### src/rtl/dual_wiper_exec.sv
module dual_wiper_exec #(
  parameter int          PROG_CYCLES = 250000,
  parameter logic [47:0] DR_INIT     = 48'h0
) (
  input  logic       clk,
  input  logic       rst_n,
  input  logic       instr_stb,
  input  logic [7:0] instr_byte,
  input  logic       data_stb,
  input  logic [7:0] data_byte,
  input  logic       stop_stb,
  input  logic       wp,
  output logic [7:0] rd_byte,
  output logic [5:0] wiper0,
  output logic [5:0] wiper1,
  output logic       busy
);
  localparam int CW = $clog2(PROG_CYCLES + 1);
  localparam logic [3:0] OP_GD2W = 4'h1, OP_STEP = 4'h2, OP_GW2D = 4'h8,
                         OP_RD_W = 4'h9, OP_WR_W = 4'hA, OP_RD_DR = 4'hB,
                         OP_WR_DR = 4'hC, OP_D2W = 4'hD, OP_W2D = 4'hE;

  logic [47:0]   dr_flat = DR_INIT;
  logic [5:0]    wip [2];
  logic [3:0]    op_q;
  logic [1:0]    rs_q;
  logic          pot_q, have_op, have_data, wp_drop;
  logic [5:0]    dat_q;
  logic [CW-1:0] cnt;
  logic          unused_hi;

  assign unused_hi = ^data_byte[7:6];
  assign busy   = (cnt != '0);
  assign wiper0 = wip[0];
  assign wiper1 = wip[1];

  wire       idle  = !busy;
  wire [3:0] iop   = instr_byte[7:4];
  wire       known = !instr_byte[1] && (iop inside {OP_GD2W, OP_STEP, OP_GW2D, OP_RD_W,
                       OP_WR_W, OP_RD_DR, OP_WR_DR, OP_D2W, OP_W2D});
  wire [2:0] sel   = {pot_q, rs_q};
  wire [2:0] sel0  = {1'b0, rs_q};
  wire [2:0] sel1  = {1'b1, rs_q};
  wire [2:0] isel  = {instr_byte[0], instr_byte[3:2]};
  wire       nv_ok = wp && !wp_drop;
  wire       go    = stop_stb && idle && have_op;
  wire       nv_go = go && nv_ok && ((op_q == OP_WR_DR && have_data) ||
                                     op_q == OP_W2D || op_q == OP_GW2D);
  wire       step  = data_stb && idle && have_op && op_q == OP_STEP;

  always_ff @(posedge clk) begin
    if (nv_go) begin
      case (op_q)
        OP_WR_DR: dr_flat[6*int'(sel) +: 6] <= dat_q;
        OP_W2D:   dr_flat[6*int'(sel) +: 6] <= wip[pot_q];
        default: begin
          dr_flat[6*int'(sel0) +: 6] <= wip[0];
          dr_flat[6*int'(sel1) +: 6] <= wip[1];
        end
      endcase
    end
  end

  always_ff @(posedge clk) begin
    if (!rst_n) begin
      wip[0] <= dr_flat[5:0];
      wip[1] <= dr_flat[29:24];
    end else if (go) begin
      case (op_q)
        OP_WR_W: if (have_data) wip[pot_q] <= dat_q;
        OP_D2W:  wip[pot_q] <= dr_flat[6*int'(sel) +: 6];
        OP_GD2W: begin
          wip[0] <= dr_flat[6*int'(sel0) +: 6];
          wip[1] <= dr_flat[6*int'(sel1) +: 6];
        end
        default: ;
      endcase
    end else if (step) begin
      if (data_byte[0] && wip[pot_q] != 6'h3F) wip[pot_q] <= wip[pot_q] + 6'd1;
      else if (!data_byte[0] && wip[pot_q] != 6'h00) wip[pot_q] <= wip[pot_q] - 6'd1;
    end
  end

  always_ff @(posedge clk) begin
    if (!rst_n) begin
      op_q <= '0; rs_q <= '0; pot_q <= 1'b0; dat_q <= '0;
      have_op <= 1'b0; have_data <= 1'b0; wp_drop <= 1'b0;
      rd_byte <= '0; cnt <= '0;
    end else begin
      if (instr_stb && idle) wp_drop <= !wp;
      else if (!wp)          wp_drop <= 1'b1;

      if (instr_stb && idle) begin
        op_q <= iop; rs_q <= instr_byte[3:2]; pot_q <= instr_byte[0];
        have_op <= known; have_data <= 1'b0;
        if (known && iop == OP_RD_W)  rd_byte <= {2'b00, wip[instr_byte[0]]};
        if (known && iop == OP_RD_DR) rd_byte <= {2'b00, dr_flat[6*int'(isel) +: 6]};
      end else if (data_stb && idle && have_op) begin
        dat_q <= data_byte[5:0];
        have_data <= 1'b1;
      end
      if (go) begin
        have_op <= 1'b0;
        have_data <= 1'b0;
      end

      if (nv_go)     cnt <= CW'(PROG_CYCLES);
      else if (busy) cnt <= cnt - 1'b1;
    end
  end

  assert_prot_hold_R7: assert property (@(posedge clk) disable iff (!rst_n)
    (stop_stb && idle && !wp) |=> ($stable(dr_flat) && !busy));

  assert_busy_after_stop_R5: assert property (@(posedge clk) disable iff (!rst_n)
    $rose(busy) |-> $past(stop_stb));

  assert_quiet_when_busy_R9: assert property (@(posedge clk) disable iff (!rst_n)
    busy |=> ($stable(wiper0) && $stable(wiper1) && $stable(dr_flat)));

  assert_step_ceiling_R10: assert property (@(posedge clk) disable iff (!rst_n)
    (step && !pot_q && data_byte[0] && wiper0 == 6'h3F) |=> (wiper0 == 6'h3F));

  assert_step_floor_R10: assert property (@(posedge clk) disable iff (!rst_n)
    (step && pot_q && !data_byte[0] && wiper1 == 6'h00) |=> (wiper1 == 6'h00));
endmodule

### config.mk
export PLATFORM = sky130hd
export DESIGN_NAME = dual_wiper_exec
export DESIGN_NICKNAME = d
export VERILOG_FILES = /design/src/rtl/dual_wiper_exec.sv
export SDC_FILE = /design/constraint.sdc
export NUM_CORES = 1
export LEC_CHECK = 0
export CAP_MARGIN = 0
export CORE_MARGIN = 2
export CORE_UTILIZATION = 50
export CTS_BUF_LIST = sky130_fd_sc_hd__clkbuf_4
export CTS_CLUSTER_DIAMETER = 120
export DETAILED_ROUTE_END_ITERATION = 8
export PLACE_DENSITY = 0.71
export RECOVER_POWER = 50
export SLEW_MARGIN = 20
export SYNTH_ARGS = -nofsm -noshare
export SYNTH_HDL_FRONTEND = slang
export SYNTH_SLANG_ARGS = --single-unit
### constraint.sdc
create_clock -name clk -period 6.4 [get_ports clk]
set_input_delay 0.64 -clock clk [delete_from_list [all_inputs] [get_ports clk]]
set_output_delay 0.64 -clock clk [all_outputs]
set_load 0.05 [all_outputs]
==> metrics.csv <==
metric;value;unit
status;finished clean;
root buf cell;clkbuf_4;
pre-CTS worst setup slack;1532;ps
Yosys cell types;77;
Final ANT Viol Nets;0;
post-synthesis sequential area ratio;27.64;%
CP max FO;49;
Cell Pwr Density;258.7;mW/mm^2
clock latency on the worst-skew pair;530;ps
CP max-delay cell;dfxtp_4;
Final nets;1164;
initial antenna violation count;2;
first-pass GRT wire length;52470;um
starting DRC count in detailed routing;1539;
Clock Path Buffers;2;
FMAX;197.5;MHz
WP data arrival;5450;ps
post-synthesis cell count;1155;
starting density of the core;50.90;%
Synth async-reset ratio;0;%
dpl hpwl;25510;um
total grt overflow;0;
Hold Fails Final Rpt;0;
Period Utilization, post-route;79.12;%
CP peak stage delay;760;ps
WL/cell;25.15;um
Crit. End Element;register;
die area;0.02010;mm^2
VDD IR-drop max;0.0001258;V
DRT Pass-1 Iters;6;
CTS hold repair buffers;0;
Critical Path Source Type;register;
Placer Congestion;1.046;
Max Transition Viols Final;0;
Top FF cell, synth;edfxtp_1;
Setup Buffers After CTS;0;
area delta synth->final;5.868;%
CTS buffer count;9;
total design power;2599;uW
post-CTS resize count;0;
Core Area;0.01864;mm^2
syn_area_per_cell;8.216;um^2
RSZ-0062 raised after global routing;no;
Post-synth EDFFs;60;
clock transition at the registers of the reported paths;190;ps
final wirelength;34310;um
die width;141.8;um
# IOs;43;
Max-Cap Viols;0;
GRT Util Overall;34.26;%
crit-path cells;ha_1 -> inv_1 -> fa_1 -> xor2_1 -> and3_1 -> ha_1 -> nand2b_1 -> nor3b_1 -> and3_1 -> nand2_1 -> o31a_1 -> or3_1 -> a21oi_1;
die height;141.8;um
Final min period;5064;ps
#FFs+latches synth;101;
H-Tree Depth;3;
clk_skew;25.85;ps
largest net degree at the start of global routing;69;
slew margin rel.;8.531;%
Worst Tran Pin Value;1372;ps
setup_tns;0;ps
Via Count;9639;
static leakage;0.003544;uW
layout cell share with drive strength beyond 1;9.035;%
WP data required;6780;ps
final worst slack;1336;ps
Num Clock Sinks;101;
critical path class;register to register;
FP Rows;50;
cell area after synthesis;0.009489;mm^2
Setup-failing EPs final;0;
number of port buffers;38;
Hold Crit Class;register to register;
Yosys Warn Count;0;
CTS tree;done;
post-route DRC violation count;0;
vias in the first global route;8706;
vias per cell;7.067;
-- power breakdown --
group	total, uW	switching [uW]	internal [uW]
combinational	1400	912	483
clock	363	271	92.8
sequential	840	84.2	756
total	2600	1270	1330
-- worst paths after layout --
| kind | start | endpoint | slack, ps | cells past startpoint |
|---|---|---|---|---|
| worst max-delay path | rs_q[0]$_SDFFE_PN0P_ | register | 1340 | 13 |
| worst min-delay path | wp_drop$_SDFFE_PN0P_ | wp_drop$_SDFFE_PN0P_ | 480 | 2 |
| worst max register to register | rs_q[0]$_SDFFE_PN0P_ | register | 1340 | 13 |
| worst min register to register | wp_drop$_SDFFE_PN0P_ | wp_drop$_SDFFE_PN0P_ | 480 | 2 |
-- final cells by class --
class	count	area, um^2
fill	1803	8597
multi-input combinational	934	6386
clock buffer	9	67.56
clock inverter	7	80.08
antenna	1	2.502
inverter	23	86.33
sequential	101	2626
tap	234	292.8
timing repair buffer	55	504.2
-- synthesized netlist by cell type, drive strengths merged, types with 11 or more instances --
master	number	share of area (%)
xnor2	11	1.0
o21ai	45	2.4
nor2	118	4.7
nor2b	13	0.86
a21oi	104	5.5
nand2b	16	1.1
edfxtp	60	19
o22ai	20	1.3
nand3	41	2.2
dfxtp	41	8.6
nand4	13	0.86
a22oi	16	1.3
ha	17	2.2
mux4	31	7.4
nor3	42	2.4
mux2	14	1.7
a31oi	18	1.2
a221oi	27	2.5
inv	23	0.91
nand2	115	4.5
and3	24	1.6
xor2	11	1.0
clkbuf	84	3.3
mux2i	77	8.1
buf	14	0.65
and2	11	0.73
-- routing by layer --
| layer | vias to the layer above | global-route usage, % | routed length [um] |
|---|---|---|---|
| li1 | 4332 | - | - |
| met1 | 4538 | 46.66 | 13340 |
| met2 | 649 | 52.27 | 14900 |
| met3 | 118 | 7.425 | 4265 |
| met4 | 2 | 15.74 | 1785 |
| met5 | - | 0 | 13 |
-- kinds of logic after synthesis --
kind of cell / share of synthesized area, %
compound gates: 22.40
xor+xnor: 2.031
fa+ha+maj: 2.452
buf+inv: 4.879
flops: 27.64
mux: 17.14
other cells: 0.03952
simple gates: 23.42
-- stage by stage --
step           std cells  utilization [%]  area, um^2  hold slack (ps)
2_1_floorplan       1156                -        9493            436.7
4_1_cts             1363            54.03       10070            475.1
3_5_place_dp        1347            53.23        9925            453.9
6_report            1364            53.89       10050            481.2
5_1_grt             1364            53.89       10050            487.9
3_3_place_gp        1347            53.23        9925            445.8
-- critical path, delay by kind of cell, from the launching register on --
kind / cells / cell delay (ps)
DFF: 1 / 760
xor gates and xnor gates: 1 / 530
and+or+nand+nor: 6 / 1690
buffers and inverters: 1 / 100
AOI/OAI and AO/OA: 2 / 370
adders and majority gates: 3 / 1430
-- placed cells by master, fill, tap and decap left out, drive strengths merged, types with 7 or more instances in the layout --
master         count
nor2             118
nand2            115
a21oi            104
mux2i             77
edfxtp            60
o21ai             45
nor3              42
nand3             41
dfxtp             41
mux4              31
a221oi            27
inv               25
and3              24
o22ai             20
clkdlybuf4s50     20
a31oi             18
dlygate4sd3       18
ha                17
nand2b            16
a22oi             16
buf               16
mux2              14
nand4             13
nor2b             13
xnor2             11
xor2              11
and2              11
clkbuf            10
a22o               9
o211ai             9
a311oi             9
nor4               8
nand3b             8
o21a               7
a211oi             7
or4                7
(Power assumes the default switching activity.)
